`src/rtl/rfe_pkg.sv`:
```
package rfe_pkg;
  localparam int unsigned WORD_W = 32;
  localparam int unsigned NMODES = 4;
  localparam logic [1:0] MODE_KERNEL = 2'd0;
  localparam logic [1:0] MODE_USER   = 2'd3;

  typedef struct packed {
    logic       cm;
    logic       tp;
    logic [1:0] mbz_hi;
    logic       fpd;
    logic       istk;
    logic [1:0] cur;
    logic [1:0] prv;
    logic       mbz_mid;
    logic [4:0] ipl;
    logic [7:0] mbz_lo;
    logic       dv;
    logic       fu;
    logic       iv;
    logic       t;
    logic [3:0] cc;
  } psl_t;

  typedef enum logic [2:0] {
    ST_IDLE, ST_REQ_PC, ST_WAIT_PC, ST_REQ_PSL, ST_WAIT_PSL, ST_COMMIT
  } seq_st_t;
endpackage

```
`src/rtl/rfe_psl_check.sv`:
```
module rfe_psl_check
  import rfe_pkg::*;
(
  input  psl_t nxt,
  input  psl_t live,
  output logic illegal
);
  logic mode_bad, ipl_bad, mbz_bad, istk_bad, ipl_mode_bad, compat_bad;

  always_comb begin
    mode_bad     = (nxt.cur < live.cur) || (nxt.prv < live.cur);
    ipl_bad      = nxt.ipl > live.ipl;
    mbz_bad      = |{nxt.mbz_hi, nxt.mbz_mid, nxt.mbz_lo};
    istk_bad     = nxt.istk && (!live.istk || (nxt.cur != MODE_KERNEL) || (nxt.ipl == '0));
    ipl_mode_bad = (nxt.ipl != '0) && (nxt.cur != MODE_KERNEL);
    compat_bad   = nxt.cm && ((|{nxt.fpd, nxt.istk, nxt.dv, nxt.fu, nxt.iv}) ||
                              (nxt.cur != MODE_USER));
    illegal      = mode_bad | ipl_bad | mbz_bad | istk_bad | ipl_mode_bad | compat_bad;
  end
endmodule

```
`src/rtl/rfe_sp_bank.sv`:
```
module rfe_sp_bank #(
  parameter int unsigned DW     = 32,
  parameter int unsigned NSLOT  = 5,
  parameter logic [DW-1:0] SP_BASE  = '0,
  parameter logic [DW-1:0] SLOT_GAP = '0,
  localparam int unsigned SLOT_W = $clog2(NSLOT)
) (
  input  logic                clk,
  input  logic                rst_n,
  input  logic                wr_en,
  input  logic [SLOT_W-1:0]   wr_idx,
  input  logic [DW-1:0]       wr_data,
  input  logic [SLOT_W-1:0]   rd_idx,
  output logic [DW-1:0]       rd_data,
  output logic [NSLOT*DW-1:0] bank_flat
);
  logic [DW-1:0] slot_q [NSLOT];

  for (genvar g = 0; g < NSLOT; g++) begin : g_slot
    always_ff @(posedge clk or negedge rst_n) begin
      if (!rst_n) slot_q[g] <= SP_BASE + SLOT_GAP * DW'(g);
      else if (wr_en && wr_idx == SLOT_W'(g)) slot_q[g] <= wr_data;
    end
    assign bank_flat[g*DW +: DW] = slot_q[g];
  end

  // Read sees a write to the same slot in the same cycle.
  always_comb begin
    rd_data = '0;
    for (int i = 0; i < NSLOT; i++)
      if (rd_idx == SLOT_W'(i)) rd_data = slot_q[i];
    if (wr_en && wr_idx == rd_idx) rd_data = wr_data;
  end
endmodule

```
`src/rtl/rfe_seq.sv`:
```
module rfe_seq
  import rfe_pkg::*;
#(
  parameter logic [31:0] RESET_SP  = 32'h0000_F000,
  parameter logic [31:0] SP_BASE   = 32'h0001_0000,
  parameter logic [31:0] SLOT_GAP  = 32'h0000_1000,
  parameter logic [31:0] RESET_PSL = 32'h041F_0000
) (
  input  logic          clk,
  input  logic          rst_n,
  input  logic          init_en,
  input  logic [31:0]   init_psl,
  input  logic [31:0]   init_sp,
  input  logic          start,
  output logic          busy,
  output logic          mem_req_valid,
  input  logic          mem_req_ready,
  output logic [31:0]   mem_req_addr,
  input  logic          mem_rsp_valid,
  input  logic [31:0]   mem_rsp_data,
  input  logic          mem_rsp_err,
  output logic          done,
  output logic          rsvd_fault,
  output logic          stk_fault,
  output logic [31:0]   pc_o,
  output logic [31:0]   psl_o,
  output logic [31:0]   sp_o,
  output logic [159:0]  sp_bank_o
);
  localparam int unsigned NSLOT   = NMODES + 1;
  localparam int unsigned SLOT_W  = $clog2(NSLOT);
  localparam int unsigned STEP    = WORD_W / 8;
  localparam logic [SLOT_W-1:0] IS_SLOT = SLOT_W'(NMODES);

  seq_st_t           st_q;
  psl_t              live_q, tmp_psl_q, loaded;
  logic [WORD_W-1:0] pc_q, sp_q, base_sp_q, tmp_pc_q, sp_after, new_sp;
  logic              illegal, commit_ok;
  logic [SLOT_W-1:0] save_idx, load_idx;

  rfe_psl_check u_check (.nxt(tmp_psl_q), .live(live_q), .illegal(illegal));

  assign commit_ok = (st_q == ST_COMMIT) && !illegal;
  assign sp_after  = base_sp_q + WORD_W'(2 * STEP);
  assign save_idx  = live_q.istk ? IS_SLOT : SLOT_W'(live_q.cur);
  assign load_idx  = tmp_psl_q.istk ? IS_SLOT : SLOT_W'(tmp_psl_q.cur);

  rfe_sp_bank #(
    .DW(WORD_W), .NSLOT(NSLOT), .SP_BASE(SP_BASE), .SLOT_GAP(SLOT_GAP)
  ) u_bank (
    .clk(clk), .rst_n(rst_n),
    .wr_en(commit_ok), .wr_idx(save_idx), .wr_data(sp_after),
    .rd_idx(load_idx), .rd_data(new_sp), .bank_flat(sp_bank_o)
  );

  always_comb begin
    loaded    = tmp_psl_q;
    loaded.tp = tmp_psl_q.tp | live_q.tp;
  end

  assign busy          = (st_q != ST_IDLE);
  assign mem_req_valid = (st_q == ST_REQ_PC) || (st_q == ST_REQ_PSL);
  assign mem_req_addr  = base_sp_q + ((st_q == ST_REQ_PSL) ? WORD_W'(STEP) : '0);
  assign pc_o  = pc_q;
  assign psl_o = live_q;
  assign sp_o  = sp_q;

  always_ff @(posedge clk or negedge rst_n) begin
    if (!rst_n) begin
      st_q       <= ST_IDLE;
      live_q     <= psl_t'(RESET_PSL);
      tmp_psl_q  <= '0;
      pc_q       <= '0;
      sp_q       <= RESET_SP;
      base_sp_q  <= '0;
      tmp_pc_q   <= '0;
      done       <= 1'b0;
      rsvd_fault <= 1'b0;
      stk_fault  <= 1'b0;
    end else begin
      done       <= 1'b0;
      rsvd_fault <= 1'b0;
      stk_fault  <= 1'b0;
      unique case (st_q)
        ST_IDLE: begin
          if (init_en) begin
            live_q <= psl_t'(init_psl);
            sp_q   <= init_sp;
          end else if (start) begin
            base_sp_q <= sp_q;
            st_q      <= ST_REQ_PC;
          end
        end
        ST_REQ_PC:  if (mem_req_ready) st_q <= ST_WAIT_PC;
        ST_REQ_PSL: if (mem_req_ready) st_q <= ST_WAIT_PSL;
        ST_WAIT_PC: begin
          if (mem_rsp_valid) begin
            if (mem_rsp_err) begin
              done      <= 1'b1;
              stk_fault <= 1'b1;
              st_q      <= ST_IDLE;
            end else begin
              tmp_pc_q <= mem_rsp_data;
              st_q     <= ST_REQ_PSL;
            end
          end
        end
        ST_WAIT_PSL: begin
          if (mem_rsp_valid) begin
            if (mem_rsp_err) begin
              done      <= 1'b1;
              stk_fault <= 1'b1;
              st_q      <= ST_IDLE;
            end else begin
              tmp_psl_q <= psl_t'(mem_rsp_data);
              st_q      <= ST_COMMIT;
            end
          end
        end
        ST_COMMIT: begin
          done       <= 1'b1;
          rsvd_fault <= illegal;
          if (!illegal) begin
            pc_q   <= tmp_pc_q;
            live_q <= loaded;
            sp_q   <= new_sp;
          end
          st_q <= ST_IDLE;
        end
        default: st_q <= ST_IDLE;
      endcase
    end
  end
endmodule

```
`config.mk`:
```
export PLATFORM = sky130hd
export DESIGN_NAME = rfe_seq
export DESIGN_NICKNAME = d
export VERILOG_FILES = /design/src/rtl/rfe_pkg.sv /design/src/rtl/rfe_psl_check.sv /design/src/rtl/rfe_sp_bank.sv /design/src/rtl/rfe_seq.sv
export SDC_FILE = /design/constraint.sdc
export NUM_CORES = 1
export LEC_CHECK = 0
export ABC_CLOCK_PERIOD_IN_PS = 4800
export BUFFER_PORTS_ARGS = -buffer_cell sky130_fd_sc_hd__buf_2
export CORE_MARGIN = 1
export CORE_UTILIZATION = 25
export DETAILED_ROUTE_END_ITERATION = 6
export PLACE_DENSITY = 0.47
export SLEW_MARGIN = 20
export SYNTH_ARGS = -nofsm -noshare
export SYNTH_HDL_FRONTEND = slang
export SYNTH_SLANG_ARGS = --single-unit
```
`constraint.sdc`:
```
create_clock -name clk -period 4.8 [get_ports clk]
set_input_delay 0.96 -clock clk [delete_from_list [all_inputs] [get_ports clk]]
set_output_delay 0.96 -clock clk [all_outputs]
set_load 0.005 [all_outputs]
```
==> impl_metrics.ini <==
[timing]
relSlewSlack_pct = 31.77
tightest_slew_ps = 1023
fin_tns_setup_ps = 0
whs_ps = 443.8
finalHoldViolations = 0
finalClockSkew_ps = 18.91
final.period_utilization_pct = 90.74
rsz0062_at_grt = false
fmax_mhz = 229.6
drv_slew = 0
layout_min_cycle_time_ps = 4355
finalSetupViolCount = 0

[clock_tree]
cts_buffers = 45
post_cts_buffers = 0
clk_pin_slew_ps = 60
postCtsHoldBufs = 0
clk_latency_ps = 570
cts_tree = built
cts_resized = 0
cts-root-buf = clkbuf_16
clk_path_buf_depth = 3
cts.sinks = 358
htreeDepth = 2

[floorplanning]
die_w_um = 257.2
die_h_um = 257.2
std_cell_rows = 93
io_pins = 396
dieArea_um2 = 66170
core_area_um2 = 64460
start_util_pct = 25.26

[final_layout]
synthToLayoutAreaGrowth_pct = 26.76
finalNetCount = 2051
drive_above_1_share_pct = 34.09
postLayoutCoreUtil_pct = 32.02
fin_cells = 2829
finalInstanceArea_um2 = 20640

[route]
drt_first_pass_iters = 7
vias = 13460
via_per_inst = 4.758
route.detailed.drc = 0
wl_per_cell_um = 21.98
drt_iter0_drc = 914
postRouteAntennaNets = 0
drt_wl_total_um = 62190

[setup_path]
worstPathArrival_ps = 3400
end_kind = output port
startpoint_type = register
crit_required_ps = 3840
crit_fanout = 10
path_class = reg -> out

[global_routing]
grt.total_usage_pct = 18.69
grt_antenna_before_repair = 9
grt_start_max_net_pins = 109
grt_overflow = 0
first_global_vias = 13580
grt_pass1_wl_um = 92780

[logic_synthesis]
synth_compound_area_share_pct = 10.97
yosysWarnings = 0
async_flop_share_pct = 100.0
yosys.area_share.adder_pct = 0.7683
synth_top_family_by_area = simple AND/OR/NAND/NOR gates
synth_edf_count = 0
syn_avg_cell_area_um2 = 10.33
syn_area_um2 = 16290
synth_xor_area_share_pct = 3.012
synth-seq-area-share_pct = 55.16
synth_cell_types = 58
synth_seq_cells = 358
syn_inst = 1577
ys.flop_type = dfrtp_1
synth-simple-area-share_pct = 15.35
synth.area.mux_share_pct = 11.29
synth_nets = 1690

[pwr]
ir_drop_mv = 0.2793
clockPowerShare_pct = 29.3
p_switching_mw = 4.291
swShare_pct = 37.59
pwr-share-seq_pct = 40.6
p_leak_nw = 9.731
p_int_mw = 7.124
p_comb_share_pct = 30.1
p_per_area_nw_per_um2 = 552.9

[place]
gp_congestion = 0.8152
hpwl_um = 42730
placed_area_um2 = 19190
portBuffers = 395
dpl.cell_count = 2746

[job]
drv_cap = 0

[worst_hold_path]
hp-class = in -> async

[status]
status = complete, no violations
-- power by group through the flow --
stage                     sequential [mW]  clock (mW)  combinational, mW
after floorplan                      4.25           0               2.19
after global placement               4.65           0               3.46
after detailed placement             4.68           0               3.49
after CTS                            4.64        3.45               3.50
after global routing                 4.75        3.55               3.78
final                                4.63        3.34               3.44
-- final cells by class --
type                    instances  area (um2)
diodes                          3       7.507
inverters                      20       75.07
flip-flops and latches        358        8990
clock buffers                  63        1306
clock inverters                17       137.6
fillers                      6790       43820
repair buffers                425        2250
multi-input cells            1088        6808
well taps                     855        1070
-- cells in the final DEF (no fill, tap or decap), types with 7 or more instances in the layout --
cell / synthesis / layout
o22ai_1: 24 / 24
dfrtp_1: 338 / 335
clkbuf_8: 0 / 7
clkbuf_16: 0 / 47
o21ai_0: 165 / 165
mux2_2: 94 / 94
nor3_1: 14 / 14
buf_4: 7 / 27
a31oi_1: 33 / 33
xnor2_1: 31 / 31
a21oi_1: 33 / 33
nand3_1: 22 / 20
buf_2: 28 / 394
o22a_1: 23 / 23
xor2_1: 25 / 25
clkbuf_1: 70 / 9
dfstp_2: 20 / 20
nand4_1: 11 / 11
ha_1: 10 / 10
inv_1: 19 / 19
mux4_2: 32 / 32
clkinv_2: 0 / 8
nand2_1: 407 / 406
nor2_1: 86 / 86
-- Yosys cell counts (23+ instances only) --
library cell	n	area, um2
o22ai_1	24	150.1
buf_2	28	140.1
nand2_1	407	1528
xnor2_1	31	271.5
a21oi_1	33	165.2
mux4_2	32	720.7
a31oi_1	33	206.5
clkbuf_1	70	262.8
nor2_1	86	322.8
dfrtp_1	338	8458
o22a_1	23	201.4
xor2_1	25	219.0
o21ai_0	165	825.8
mux2_2	94	1059
-- per-stage QoR --
| step | power (mW) | worst slack (ps) |
|---|---|---|
| CTS | 11.59 | 422.6 |
| global route | 12.09 | 191.2 |
| detailed placement | 8.174 | 1053 |
| global placement | 8.111 | 1033 |
| finish | 11.41 | 444.6 |
| floorplan | 6.437 | 1506 |
-- cell families (layout without fill, tap and decap cells) --
| kind of cell | after synthesis | count (layout) |
|---|---|---|
| AND/OR/NAND/NOR | 589 | 589 |
| flip-flops | 358 | 358 |
| AO/OA/AOI/OAI | 301 | 301 |
| multiplexers | 132 | 132 |
| buffers and inverters | 131 | 525 |
| XOR/XNOR | 56 | 56 |
| adder cells (fa/ha/maj) | 10 | 10 |
| other | 0 | 3 |
-- flip-flops by register name, indices dropped and copies added (netlist names) --
register	flops
base_sp_q	32
done	1
loaded	31
pc_o	32
psl_o	32
rsvd_fault	1
sp_o	32
st_q	3
stk_fault	1
tmp_pc_q	32
tmp_psl_q	1
u_bank.bank_flat	160
-- final timing paths --
kind / endpoint / startpoint / slack (ps) / cells after the start
worst max-delay path: mem_req_addr[18] / st_q[2] / 440 / 10
worst min-delay path: tmp_pc_q[11] / rst_n / 440 / 1
worst max register to register: sp_o[10] / loaded[25] / 1230 / 7
max in group asynchronous: u_bank.bank_flat[130] / rst_n / 3240 / 2
worst min register to register: pc_o[9] / tmp_pc_q[9] / 470 / 2
min in group clk: pc_o[9] / tmp_pc_q[9] / 470 / 2
-- routing by layer --
| layer | vias up | share of wire (%) | track usage (%) |
|---|---|---|---|
| met5 | - | 0.13 | 0 |
| met4 | 14 | 2.1 | 4.415 |
| met3 | 95 | 7.1 | 5.142 |
| met2 | 435 | 47 | 30.79 |
| met1 | 6754 | 43 | 24.21 |
| li1 | 6163 | - | - |
-- critical path, stage by stage, from the launching register on --
cell     delay, ps
dfrtp_1        500
nor2b_1        210
and2_1         170
ha_1           230
ha_1           240
nand2_1        120
or3_1          450
or2_2          340
nor2_1         140
xor2_1         280
buf_2          170
No activity file was read; power rests on OpenSTA's default activity.
